**src/rtl/scsi_rf_pkg.sv**
```systemverilog
package scsi_rf_pkg;

    localparam int DW = 8;

    localparam logic [3:0] IX_CNT_LO = 4'd0;
    localparam logic [3:0] IX_CNT_MID = 4'd1;
    localparam logic [3:0] IX_FIFO = 4'd2;
    localparam logic [3:0] IX_CMD = 4'd3;
    localparam logic [3:0] IX_STAT = 4'd4;
    localparam logic [3:0] IX_INTR = 4'd5;
    localparam logic [3:0] IX_SEQ = 4'd6;
    localparam logic [3:0] IX_FLAGS = 4'd7;
    localparam logic [3:0] IX_CFG1 = 4'd8;
    localparam logic [3:0] IX_CFG2 = 4'd11;

    // status bits
    localparam logic [7:0] ST_INT = 8'h80;
    localparam logic [7:0] ST_ERR_MASK = 8'hE0;
    localparam logic [7:0] ST_TCNT = 8'h10;
    localparam logic [7:0] ST_DONE_SET = 8'h90;
    localparam logic [7:0] ST_RESP_DMA = 8'h93;
    localparam logic [7:0] ST_SEL_STOP = 8'h92;
    // interrupt codes
    localparam logic [7:0] IN_BUSRST = 8'h80;
    localparam logic [7:0] IN_DISC = 8'h20;
    localparam logic [7:0] IN_SVC = 8'h10;
    localparam logic [7:0] IN_FDONE = 8'h08;
    localparam logic [7:0] IN_SVC_FDONE = 8'h18;

    localparam logic [7:0] SEQ_CMD_DONE = 8'h04;
    localparam logic [7:0] CFG2_KEEP = 8'h15;
    localparam logic [7:0] REV_ID = 8'h04;
    localparam int CFG1_QUIET_BIT = 6;

    typedef enum logic [3:0] {
        OP_NOP, OP_FLUSH, OP_CHIPRST, OP_BUSRST, OP_XFER, OP_CMPL,
        OP_MSGOK, OP_ATN, OP_SELATN, OP_SELSTOP, OP_ENSEL, OP_OTHER
    } op_e;

    typedef struct packed {
        logic dma;
        op_e  op;
    } cmd_t;

    typedef struct packed {
        logic [7:0]      cnt_lo;
        logic [7:0]      cnt_mid;
        logic [7:0]      fifo;
        logic [7:0]      cmd;
        logic [7:0]      stat;
        logic [7:0]      intr;
        logic [7:0]      seq;
        logic [7:0]      flags;
        logic [7:0]      cfg1;
        logic [7:0]      cfg2;
        logic [3:0][7:0] ext;
    } rimg_t;

    function automatic cmd_t decode_cmd(input logic [7:0] b);
        cmd_t c;
        c.dma = b[7];
        case (b[6:0])
            7'h00:   c.op = OP_NOP;
            7'h01:   c.op = OP_FLUSH;
            7'h02:   c.op = OP_CHIPRST;
            7'h03:   c.op = OP_BUSRST;
            7'h10:   c.op = OP_XFER;
            7'h11:   c.op = OP_CMPL;
            7'h12:   c.op = OP_MSGOK;
            7'h1A:   c.op = OP_ATN;
            7'h42:   c.op = OP_SELATN;
            7'h43:   c.op = OP_SELSTOP;
            7'h44:   c.op = OP_ENSEL;
            default: c.op = OP_OTHER;
        endcase
        return c;
    endfunction

    function automatic rimg_t reset_image();
        rimg_t r;
        r = '0;
        r.ext[2] = REV_ID;
        return r;
    endfunction

    function automatic logic [7:0] read_mux(input rimg_t r, input logic [3:0] i);
        case (i)
            4'd0:    return r.cnt_lo;
            4'd1:    return r.cnt_mid;
            4'd2:    return r.fifo;
            4'd3:    return r.cmd;
            4'd4:    return r.stat;
            4'd5:    return r.intr;
            4'd6:    return r.seq;
            4'd7:    return r.flags;
            4'd8:    return r.cfg1;
            4'd11:   return r.cfg2;
            4'd12, 4'd13, 4'd14, 4'd15: return r.ext[i[1:0]];
            default: return 8'h00;
        endcase
    endfunction

endpackage

```
**src/rtl/scsi_rf_cmd_dec.sv**
```systemverilog
module scsi_rf_cmd_dec
    import scsi_rf_pkg::*;
(
    input  logic [7:0] cmd_byte,
    output cmd_t       dec
);
    always_comb dec = decode_cmd(cmd_byte);
endmodule

```
**src/rtl/scsi_rf_fifo.sv**
```systemverilog
module scsi_rf_fifo #(
    parameter int DEPTH = 32,
    parameter int W = 8
) (
    input  logic         clk,
    input  logic         rst,
    input  logic         clr,
    input  logic         push,
    input  logic [W-1:0] din,
    input  logic         pop,
    input  logic         load2,
    input  logic [W-1:0] b0,
    input  logic [W-1:0] b1,
    output logic [W-1:0] dout,
    output logic         empty
);
    localparam int AW = $clog2(DEPTH);
    localparam int CW = AW + 1;

    logic [W-1:0]  mem [DEPTH];
    logic [AW-1:0] rd_p, wr_p;
    logic [CW-1:0] cnt;
    logic          full;

    assign empty = (cnt == '0);
    assign full  = (cnt == CW'(DEPTH));
    assign dout  = mem[rd_p];

    always_ff @(posedge clk) begin
        if (load2) begin
            mem[0] <= b0;
            mem[1] <= b1;
        end else if (push && !full) begin
            mem[wr_p] <= din;
        end
    end

    always_ff @(posedge clk) begin
        if (rst || clr) begin
            rd_p <= '0;
            wr_p <= '0;
            cnt  <= '0;
        end else if (load2) begin
            rd_p <= '0;
            wr_p <= AW'(2);
            cnt  <= CW'(2);
        end else if (push && !full) begin
            wr_p <= wr_p + 1'b1;
            cnt  <= cnt + 1'b1;
        end else if (pop && !empty) begin
            cnt <= cnt - 1'b1;
            if (cnt == CW'(1)) begin
                rd_p <= '0;
                wr_p <= '0;
            end else begin
                rd_p <= rd_p + 1'b1;
            end
        end
    end

    AST_FIFO_BOUND: assert property (@(posedge clk) disable iff (rst) cnt <= CW'(DEPTH));
    AST_FIFO_EMPTY_HOME: assert property (@(posedge clk) disable iff (rst)
        (cnt == '0) |-> (rd_p == '0 && wr_p == '0));
endmodule

```
**src/rtl/scsi_regfront.sv**
```systemverilog
module scsi_regfront
    import scsi_rf_pkg::*;
#(
    parameter int FIFO_DEPTH = 32
) (
    input  logic        clk,
    input  logic        rst,
    input  logic [7:0]  bus_addr,
    input  logic        bus_wr,
    input  logic        bus_rd,
    input  logic [7:0]  bus_wdata,
    output logic [7:0]  bus_rdata,
    input  logic        tgt_present,
    input  logic [2:0]  tgt_phase,
    input  logic [7:0]  resp_byte,
    input  logic        xfer_done,
    output logic        irq,
    output logic [16:0] xfer_len
);
    rimg_t      cur, nxt;
    logic [7:0] hid_lo, hid_mid, nxt_hid_lo, nxt_hid_mid;
    logic       dma_on, nxt_dma;
    logic       raise, lower;
    logic [3:0] idx;
    cmd_t       dec;
    logic       wr_cmd, chip_rst;
    logic       f_push, f_pop, f_clr, f_load, f_empty;
    logic [7:0] f_dout;
    logic       unused_addr_bits;

    assign idx = bus_addr[5:2];
    assign unused_addr_bits = ^{bus_addr[7:6], bus_addr[1:0]};

    scsi_rf_cmd_dec u_dec (.cmd_byte(bus_wdata), .dec(dec));

    assign wr_cmd   = bus_wr && (idx == IX_CMD);
    assign chip_rst = wr_cmd && (dec.op == OP_CHIPRST);
    assign f_push   = bus_wr && (idx == IX_FIFO);
    assign f_pop    = bus_rd && (idx == IX_FIFO) && !f_empty;
    assign f_clr    = wr_cmd && (dec.op == OP_FLUSH || dec.op == OP_CHIPRST);
    assign f_load   = wr_cmd && !dec.dma && (dec.op == OP_CMPL || dec.op == OP_MSGOK);

    scsi_rf_fifo #(.DEPTH(FIFO_DEPTH), .W(DW)) u_fifo (
        .clk(clk), .rst(rst), .clr(f_clr), .push(f_push), .din(bus_wdata),
        .pop(f_pop), .load2(f_load), .b0(resp_byte), .b1(8'h00),
        .dout(f_dout), .empty(f_empty)
    );

    always_comb begin
        nxt         = cur;
        nxt_hid_lo  = hid_lo;
        nxt_hid_mid = hid_mid;
        nxt_dma     = dma_on;
        raise       = 1'b0;
        lower       = 1'b0;
        if (bus_rd && idx == IX_INTR) begin
            nxt.stat = cur.stat & ~ST_ERR_MASK;
            lower    = 1'b1;
        end
        if (f_pop) begin
            nxt.fifo = f_dout;
            raise    = 1'b1;
        end
        if (xfer_done) begin
            nxt.stat    = nxt.stat | ST_DONE_SET;
            nxt.intr    = IN_SVC;
            nxt.seq     = '0;
            nxt.flags   = '0;
            nxt.cnt_lo  = '0;
            nxt.cnt_mid = '0;
            raise       = 1'b1;
        end
        if (bus_wr) begin
            case (idx)
                IX_CNT_LO: begin
                    nxt_hid_lo = bus_wdata;
                    nxt.stat   = nxt.stat & ~ST_TCNT;
                end
                IX_CNT_MID: begin
                    nxt_hid_mid = bus_wdata;
                    nxt.stat    = nxt.stat & ~ST_TCNT;
                end
                IX_CMD: begin
                    nxt.cmd = bus_wdata;
                    nxt_dma = dec.dma;
                    if (dec.dma) begin
                        nxt.cnt_lo  = hid_lo;
                        nxt.cnt_mid = hid_mid;
                    end
                    case (dec.op)
                        OP_FLUSH: begin
                            nxt.intr = IN_FDONE;
                            nxt.seq  = '0;
                        end
                        OP_BUSRST: begin
                            nxt.intr = IN_BUSRST;
                            raise    = raise | !cur.cfg1[CFG1_QUIET_BIT];
                        end
                        OP_XFER: if (dec.dma) nxt.stat = nxt.stat & ~ST_TCNT;
                        OP_CMPL, OP_MSGOK: begin
                            if (dec.dma) begin
                                nxt.stat = ST_RESP_DMA;
                                nxt.intr = IN_SVC_FDONE;
                                nxt.seq  = SEQ_CMD_DONE;
                            end else begin
                                nxt.flags = 8'h02;
                            end
                            if (dec.op == OP_MSGOK) begin
                                nxt.intr = IN_DISC;
                                nxt.seq  = '0;
                            end
                            raise = 1'b1;
                        end
                        OP_SELATN, OP_SELSTOP: begin
                            if (!tgt_present) begin
                                nxt.stat = ST_INT;
                                nxt.intr = IN_DISC;
                                nxt.seq  = '0;
                            end else begin
                                nxt.stat = (dec.op == OP_SELSTOP) ? ST_SEL_STOP
                                                                  : (ST_DONE_SET | {5'b0, tgt_phase});
                                nxt.intr = IN_SVC_FDONE;
                                nxt.seq  = SEQ_CMD_DONE;
                            end
                            raise = 1'b1;
                        end
                        default: ;
                    endcase
                end
                IX_CFG1: nxt.cfg1 = bus_wdata;
                IX_CFG2: nxt.cfg2 = bus_wdata & CFG2_KEEP;
                4'd12, 4'd13, 4'd14, 4'd15: nxt.ext[idx[1:0]] = bus_wdata;
                default: ;
            endcase
        end
    end

    always_ff @(posedge clk) begin
        if (rst || chip_rst) begin
            cur     <= reset_image();
            hid_lo  <= '0;
            hid_mid <= '0;
            dma_on  <= 1'b0;
            irq     <= 1'b0;
        end else begin
            cur     <= nxt;
            hid_lo  <= nxt_hid_lo;
            hid_mid <= nxt_hid_mid;
            dma_on  <= nxt_dma;
            irq     <= raise ? 1'b1 : (lower ? 1'b0 : irq);
        end
    end

    always_ff @(posedge clk) begin
        if (rst)
            bus_rdata <= '0;
        else if (bus_rd)
            bus_rdata <= f_pop ? f_dout : read_mux(cur, idx);
    end

    assign xfer_len = ({cur.cnt_mid, cur.cnt_lo} == 16'h0) ? 17'h10000
                                                          : {1'b0, cur.cnt_mid, cur.cnt_lo};

    AST_TC_WR_CLR: assert property (@(posedge clk) disable iff (rst)
        (bus_wr && (idx == IX_CNT_LO || idx == IX_CNT_MID) && !xfer_done) |=> !cur.stat[4]);
    AST_INTR_RD_CLR: assert property (@(posedge clk) disable iff (rst)
        (bus_rd && idx == IX_INTR && !bus_wr && !xfer_done) |=> (!irq && cur.stat[7:5] == 3'b000));
    AST_CFG2_KEEP: assert property (@(posedge clk) disable iff (rst)
        (bus_wr && idx == IX_CFG2) |=> (cur.cfg2 == ($past(bus_wdata) & CFG2_KEEP)));
    AST_CHIP_RST: assert property (@(posedge clk) disable iff (rst)
        (bus_wr && idx == IX_CMD && bus_wdata[6:0] == 7'h02) |=> (!irq && cur.ext[2] == REV_ID && cur.stat == 8'h00));
    AST_BUSRST_QUIET: assert property (@(posedge clk) disable iff (rst)
        (bus_wr && idx == IX_CMD && bus_wdata[6:0] == 7'h03 && cur.cfg1[6] && !irq && !xfer_done) |=> !irq);
    AST_DONE_IRQ: assert property (@(posedge clk) disable iff (rst)
        (xfer_done && !(bus_wr && idx == IX_CMD && bus_wdata[6:0] == 7'h02)) |=> irq);
endmodule

```
**config.mk**
```make
export PLATFORM = sky130hd
export DESIGN_NAME = scsi_regfront
export DESIGN_NICKNAME = d
export VERILOG_FILES = /design/src/rtl/scsi_rf_pkg.sv /design/src/rtl/scsi_rf_cmd_dec.sv /design/src/rtl/scsi_rf_fifo.sv /design/src/rtl/scsi_regfront.sv
export SDC_FILE = /design/constraint.sdc
export NUM_CORES = 1
export LEC_CHECK = 0
export BUFFER_PORTS_ARGS = -buffer_cell sky130_fd_sc_hd__buf_2
export CELL_PAD_IN_SITES_DETAIL_PLACEMENT = 0
export CELL_PAD_IN_SITES_GLOBAL_PLACEMENT = 1
export CORE_MARGIN = 4
export CORE_UTILIZATION = 46
export CTS_CLUSTER_DIAMETER = 40
export CTS_CLUSTER_SIZE = 8
export DETAILED_ROUTE_END_ITERATION = 8
export GPL_ROUTABILITY_DRIVEN = 1
export GPL_TIMING_DRIVEN = 0
export PLACE_DENSITY_LB_ADDON = 0.3
export SYNTH_ARGS = -nofsm -noshare
export SYNTH_HDL_FRONTEND = slang
export SYNTH_SLANG_ARGS = --single-unit
```
**constraint.sdc**
```tcl
create_clock -name clk -period 2.5 [get_ports clk]
set_input_delay 0.375 -clock clk [delete_from_list [all_inputs] [get_ports clk]]
set_output_delay 0.375 -clock clk [all_outputs]
set_load 0.03 [all_outputs]
```
==> out/metrics.cfg, run 1 <==
[timing]
setup_viol = 0
fmax_mhz = 409.1
clock-skew-final_ps = 17.78
finalCritPeriodShare_pct = 97.79
drv_slew = 0
period_minus_slack_ps = 2445
timing.slew.headroom_pct = 35.81
tightest_slew_ps = 959.2
hold_viol_final = 0
setup_ws_ps = 55.32

[cts]
cts_buffer_depth = 3
cts_sinks = 408
htree_levels = 3
numCtsBuffers = 66
clkTransAtPathRegs_ps = 50
insertion_delay_ps = 570
cts_tree = yes
cts_hold_buffers = 0
root_buffer = clkbuf_16

[routing]
drt_iter0_drc = 1078
first_pass_iters = 5
num_vias = 11880
ant_nets = 0
wirelength_um = 49760
drc = 0
vias_per_cell = 5.873
wl_per_cell_um = 24.60

[final_layout]
layout_common_cells = 256 x edfxtp_1, 151 x dfxtp_1, 111 x nor2_1
final_common_cell = edfxtp_1
nets = 1528
area_growth_pct = 20.49
post-route-cell-area_mm2 = 0.02089
drive_gt1_share_pct = 21.40
final_core_util_pct = 56.66
antennaDiodeCount = 0

[job]
max_cap_viol_count = 0

[yosys]
synth_edf_count = 256
synthSimpleGateAreaFrac_pct = 11.72
synth_cells = 1360
yosysSeqAreaShare_pct = 61.88
postSynth.asyncResetShare_pct = 0
synth_ff_type = edfxtp_1
yosys_warnings = 0
yosysUniqueCellTypes = 67
synth_seq_cells = 408
synth_area_per_cell_um2 = 12.75
synth_top_family_by_area = multiplexers
synth_nets = 1402
syn_area_mm2 = 0.01734
muxShareOfSynthArea_pct = 14.25
yosys.area.top_type = edfxtp_1
synth_top_area_share_pct = 44.33
synth-adder-area-share_pct = 0.6494
synth_compound_area_share_pct = 8.478
synthTopCellsByArea = edfxtp_1 44%, dfxtp_1 18%, mux4_2 7.1%
synth_xor_area_share_pct = 0.2020

[outcome]
status = finished clean

[setup_path]
cp_data_required_time_ps = 2930
slowest_stage = dfxtp_1
crit_path_end_kind = register
start_kind = register
crit_type = register to register
critPathMaxStageDelay_ps = 380
cp_cell_sequence = buf_2 > clkbuf_4 > mux4_2 > mux2i_2 > a21oi_1 > nand3_1 > a31oi_1
critPathBufInv = 2
cpLargestDelayFamily = buffers and inverters
critPathMaxFanout = 10
critPathArrivalTime_ps = 2880

[place]
pre_cts_ws_ps = -1184
place_hpwl_um = 33630
place_congestion = 0.9209
dpl_cell_area_mm2 = 0.01823
io_buffers = 50

[floorplanning]
coreArea_mm2 = 0.03687
pin_count = 59
rows = 70
die_h_um = 202.2
start_util_pct = 47.03
fp.dieW_um = 202.2
die_area_mm2 = 0.04087

[min_path]
hp-class = primary input to register

[power]
power_density_mw_per_mm2 = 776.7
power_mw = 16.23
leakagePower_nw = 6.897
ir_drop_mv = 0.5519

[global_route]
grt_usage_pct = 24.18
antenna_found_initial = 0
grt_pass1_vias = 11920
grt_pass1_wl_um = 74940
grt_overflow = 0
grt_max_degree = 39

-- area by class of cell --
class | count | area, um^2
Timing Repair Buffer | 63 | 435.4
Buffer | 99 | 520.5
Multi-Input combinational cell | 840 | 6516
Tap cell | 504 | 630.6
Sequential cell | 408 | 10730
Fill cell | 3017 | 15980
Inverter | 8 | 30.03
Clock inverter | 14 | 216.5
Clock buffer | 87 | 1813
-- through the flow --
step           setup TNS (ps)  hold slack, ps  cells
5_1_grt                -287.5           104.0   2023
3_5_place_dp          -333860           441.3   1914
6_report                    0           113.3   2023
3_3_place_gp          -339930           437.2   1914
2_1_floorplan           -4495           423.9   1360
4_1_cts                 -1916           87.54   2017
-- kinds of logic (layout without fill, tap and decap cells) --
group | Yosys count | in the layout
adder cells (fa/ha/maj) | 9 | 9
XOR/XNOR | 4 | 4
flip-flops | 408 | 408
AND/OR/NAND/NOR | 423 | 423
buffers and inverters | 112 | 271
AO/OA/AOI/OAI | 227 | 227
multiplexers | 177 | 177
-- state kept, by name, summed over array words and instances (netlist names), 5 cells and up, named ones only --
register     cells
hid_mid          8
u_fifo.wr_p      5
u_fifo.mem     256
u_fifo.rd_p      5
u_fifo.cnt       6
hid_lo           8
cur            106
bus_rdata        8
-- report_power, final --
group	total, mW	leakage [nW]	switching, mW	internal (mW)
registers	7.22	3.51	0.0239	7.19
clock network	8.45	0.981	2.99	5.46
logic	0.561	2.40	0.407	0.154
total	16.2	6.90	3.42	12.8
-- per-layer routing --
metal | GRT usage, % | up-vias | part of all wire, %
li1 | - | 5367 | -
met1 | 31.31 | 5954 | 40
met2 | 41.74 | 447 | 51
met3 | 3.690 | 114 | 6.0
met4 | 8.463 | 0 | 3.4
met5 | 0 | - | 0
-- repair_timing --
item                                    in CTS  in global routing
pin swaps                                    0                 11
gates cloned                                 1                  0
endpoints found under the setup margin     408                390
setup buffers                                2                 10
resized for setup                          117                 45
-- final timing paths --
path / start / endpoint / slack (ps) / cells past startpoint
setup reg to reg: register / bus_rdata[3] / 60 / 7
hold / removal: resp_byte[4] / u_fifo.mem[0][4] / 110 / 2
setup / recovery: register / bus_rdata[3] / 60 / 7
hold reg to reg: hid_mid[0] / hid_mid[0] / 450 / 2
-- synth_stat cells (19+ instances only) --
master	count
nand2_1	94
mux4_2	55
a22oi_1	23
nand3_1	40
edfxtp_1	256
mux2i_1	113
dfxtp_1	152
and2_1	27
nor3_1	23
a21oi_1	100
nor2_1	144
nor2b_1	19
nor3b_1	22
clkbuf_1	70
o21ai_0	26
Power figures use the tool's default switching activity.
==> inputs of run 2 (changes only) <==
--- a/config.mk
+++ b/config.mk
@@ -19,3 +19,4 @@
 export SYNTH_ARGS = -nofsm -noshare
 export SYNTH_HDL_FRONTEND = slang
 export SYNTH_SLANG_ARGS = --single-unit
+export TNS_END_PERCENT = 20
==> constraint.sdc (replaced) <==
create_clock -name clk -period 2.5 [get_ports clk]
set_input_delay 0.75 -clock clk [delete_from_list [all_inputs] [get_ports clk]]
set_output_delay 0.75 -clock clk [all_outputs]
set_load 0.03 [all_outputs]
==> out/metrics.cfg, run 2 (synthesis results as in run 1) <==
[outcome]
status = complete, but fails checks
violations = setup timing

[power]
ir_drop_mv = 0.6294  ; +14%
power_mw = 16.05  ; -1.1%
p_clk_share_pct = 51.0  ; -1.1 points
power.internal_mw = 12.62  ; -1.5%
p_sw_mw = 3.432  ; +0.30%
pwr-share-seq_pct = 45.0  ; +0.5 points
p_sw_share_pct = 21.38  ; +0.30 points
leakagePower_nw = 7.133  ; +3.4%
power_density_mw_per_mm2 = 751.1  ; -3.3%
power_frac_comb_pct = 4.1  ; +0.6 points

[final_layout]
drive_gt1_share_pct = 23.92  ; +2.5 points
post-route-cell-area_mm2 = 0.02136  ; +2.3%
area_growth_pct = 23.20
final_common_cell = edfxtp_1
nets = 1550  ; +1.4%
regMostFlops = u_fifo.mem
antennaDiodeCount = 0  ; unchanged
top_regs = u_fifo.mem (256), cur (106)
layout_common_cells = 256 x edfxtp_1, 152 x dfxtp_1, 109 x mux2i_1
largest_reg_flops = 256  ; unchanged

[cts]
numCtsBuffers = 66  ; unchanged
root_buffer = clkbuf_16
cts_hold_buffers = 0  ; unchanged
cts_tree = yes
cts_sinks = 408  ; unchanged
cts_buffer_depth = 3  ; unchanged
insertion_delay_ps = 580  ; about the same
clkTransAtPathRegs_ps = 50  ; about the same
htree_levels = 3  ; unchanged

[timing]
setup_viol = 11  ; +11
drv_slew = 0  ; unchanged
finalCritPeriodShare_pct = 100.6  ; +2.8 points
period_minus_slack_ps = 2514  ; +69.81 ps
tightest_slew_ps = 936.9  ; -22.31 ps
clock-skew-final_ps = 17.35  ; -0.4263 ps
hold_viol_final = 0  ; unchanged
timing.slew.headroom_pct = 37.54  ; +1.7 points
fmax_mhz = 397.7  ; -2.8%
rsz0062_at_grt = yes
setup_ws_ps = -14.49  ; -69.81 ps

[global_route]
grt_overflow = 0  ; unchanged
grt_max_degree = 40  ; +2.6%
grt_pass1_wl_um = 74820  ; -0.16%
grt_usage_pct = 24.27  ; +0.085 points
grt_pass1_vias = 11760  ; -1.4%
antenna_found_initial = 0  ; unchanged

[routing]
first_pass_iters = 5  ; unchanged
drc = 0  ; unchanged
num_vias = 11860  ; -0.22%
wirelength_um = 50400  ; +1.3%
wl_met2_um = 25080  ; -0.49%
vias_per_cell = 5.817  ; -0.95%
wl_per_cell_um = 24.73  ; +0.53%
dr_wl_met3_um = 3058  ; +2.1%
drt_iter0_drc = 1012  ; -6.1%
topRoutingLayerUsed = met4
wl_met1_um = 20460  ; +2.9%
ant_nets = 0  ; unchanged

[floorplanning]
start_util_pct = 47.03  ; unchanged
rows = 70  ; unchanged
die_area_mm2 = 0.04087  ; unchanged
pin_count = 59  ; unchanged
die_h_um = 202.2  ; unchanged
coreArea_mm2 = 0.03687  ; unchanged
fp.dieW_um = 202.2  ; unchanged

[setup_path]
slowest_stage = nor2_2
critPathArrivalTime_ps = 2720  ; -160 ps
crit_type = register to register
critPathMaxFanout = 9  ; -1
critPathMaxStageDelay_ps = 590  ; +210 ps
start_kind = register
crit_path_end_kind = register
cp_data_required_time_ps = 2700  ; -230 ps
cp_cell_sequence = inv_1 > ha_1 > nand2_1 > o211a_1 > nand2_2 > nor2_2

[place]
place_hpwl_um = 33700  ; +0.20%
dpl_cell_area_mm2 = 0.01840  ; +0.93%
place_congestion = 0.9736  ; +5.7%
io_buffers = 50  ; unchanged
pre_cts_ws_ps = -1214  ; -30.43 ps

[job]
max_cap_viol_count = 0  ; unchanged

[min_path]
hp-class = primary input to register

## run 2: power by group through the flow
stage	logic (mW)	registers [mW]	clock network, mW
2_1_floorplan	0.284	7.35	0
3_3_place_gp	0.539	7.34	0
3_5_place_dp	0.545	7.34	0
4_1_cts	0.594	7.22	8.27
5_1_grt	0.694	7.21	8.63
6_report	0.653	7.22	8.18
## run 2: critical path, delay by kind of cell, from the launching register on
| family | cells | cell delay [ps] |
|---|---|---|
| flops | 1 | 450 |
| fa+ha+maj | 1 | 280 |
| simple gates | 3 | 1010 |
| compound gates | 1 | 260 |
| buf+inv | 1 | 140 |
## run 2: final timing paths
check | slack [ps] | cells past startpoint | endpoint | start
setup reg to reg | -10 | 6 | u_fifo.mem[20][2] | u_fifo.cnt[0]
hold / removal | 440 | 1 | u_fifo.mem[29][5] | bus_wdata[5]
hold reg to reg | 450 | 2 | hid_lo[0] | hid_lo[0]
setup / recovery | -10 | 6 | u_fifo.mem[20][2] | u_fifo.cnt[0]
## run 2: routing by layer
metal  GRT usage, %  vias up
met2          40.47      425
met4          9.360        0
met1          31.33     5907
met3          5.134      110
li1               -     5414
met5              0        -
## run 2: final cells by class
cell class	count	area (um^2)
repair buffers	83	809.5
well taps	504	630.6
inverters	8	30.03
flip-flops and latches	408	10730
clock inverters	15	203.9
fillers	2974	15510
plain buffers	101	644.4
clock buffers	79	1742
multi-input cells	840	6574
## run 2: what timing repair did
item                       4_1_cts  5_1_grt
pin swaps                        6       18
gates resized for setup        135       59
setup endpoints to repair      414      372
buffers inserted                12       14
cloned                           2        5
## run 2: through the flow
step | hold WS [ps] | instances | TNS (ps) | utilization, %
detailed placement | 443.0 | 1914 | -371960 | 49.89
global route | 418.2 | 2038 | -8883 | 57.94
floorplan | 423.9 | 1360 | -36900 | -
global placement | 438.1 | 1914 | -363610 | 49.89
CTS | 453.9 | 2020 | 0 | 56.67
finish | 438.4 | 2038 | -69.81 | 57.94
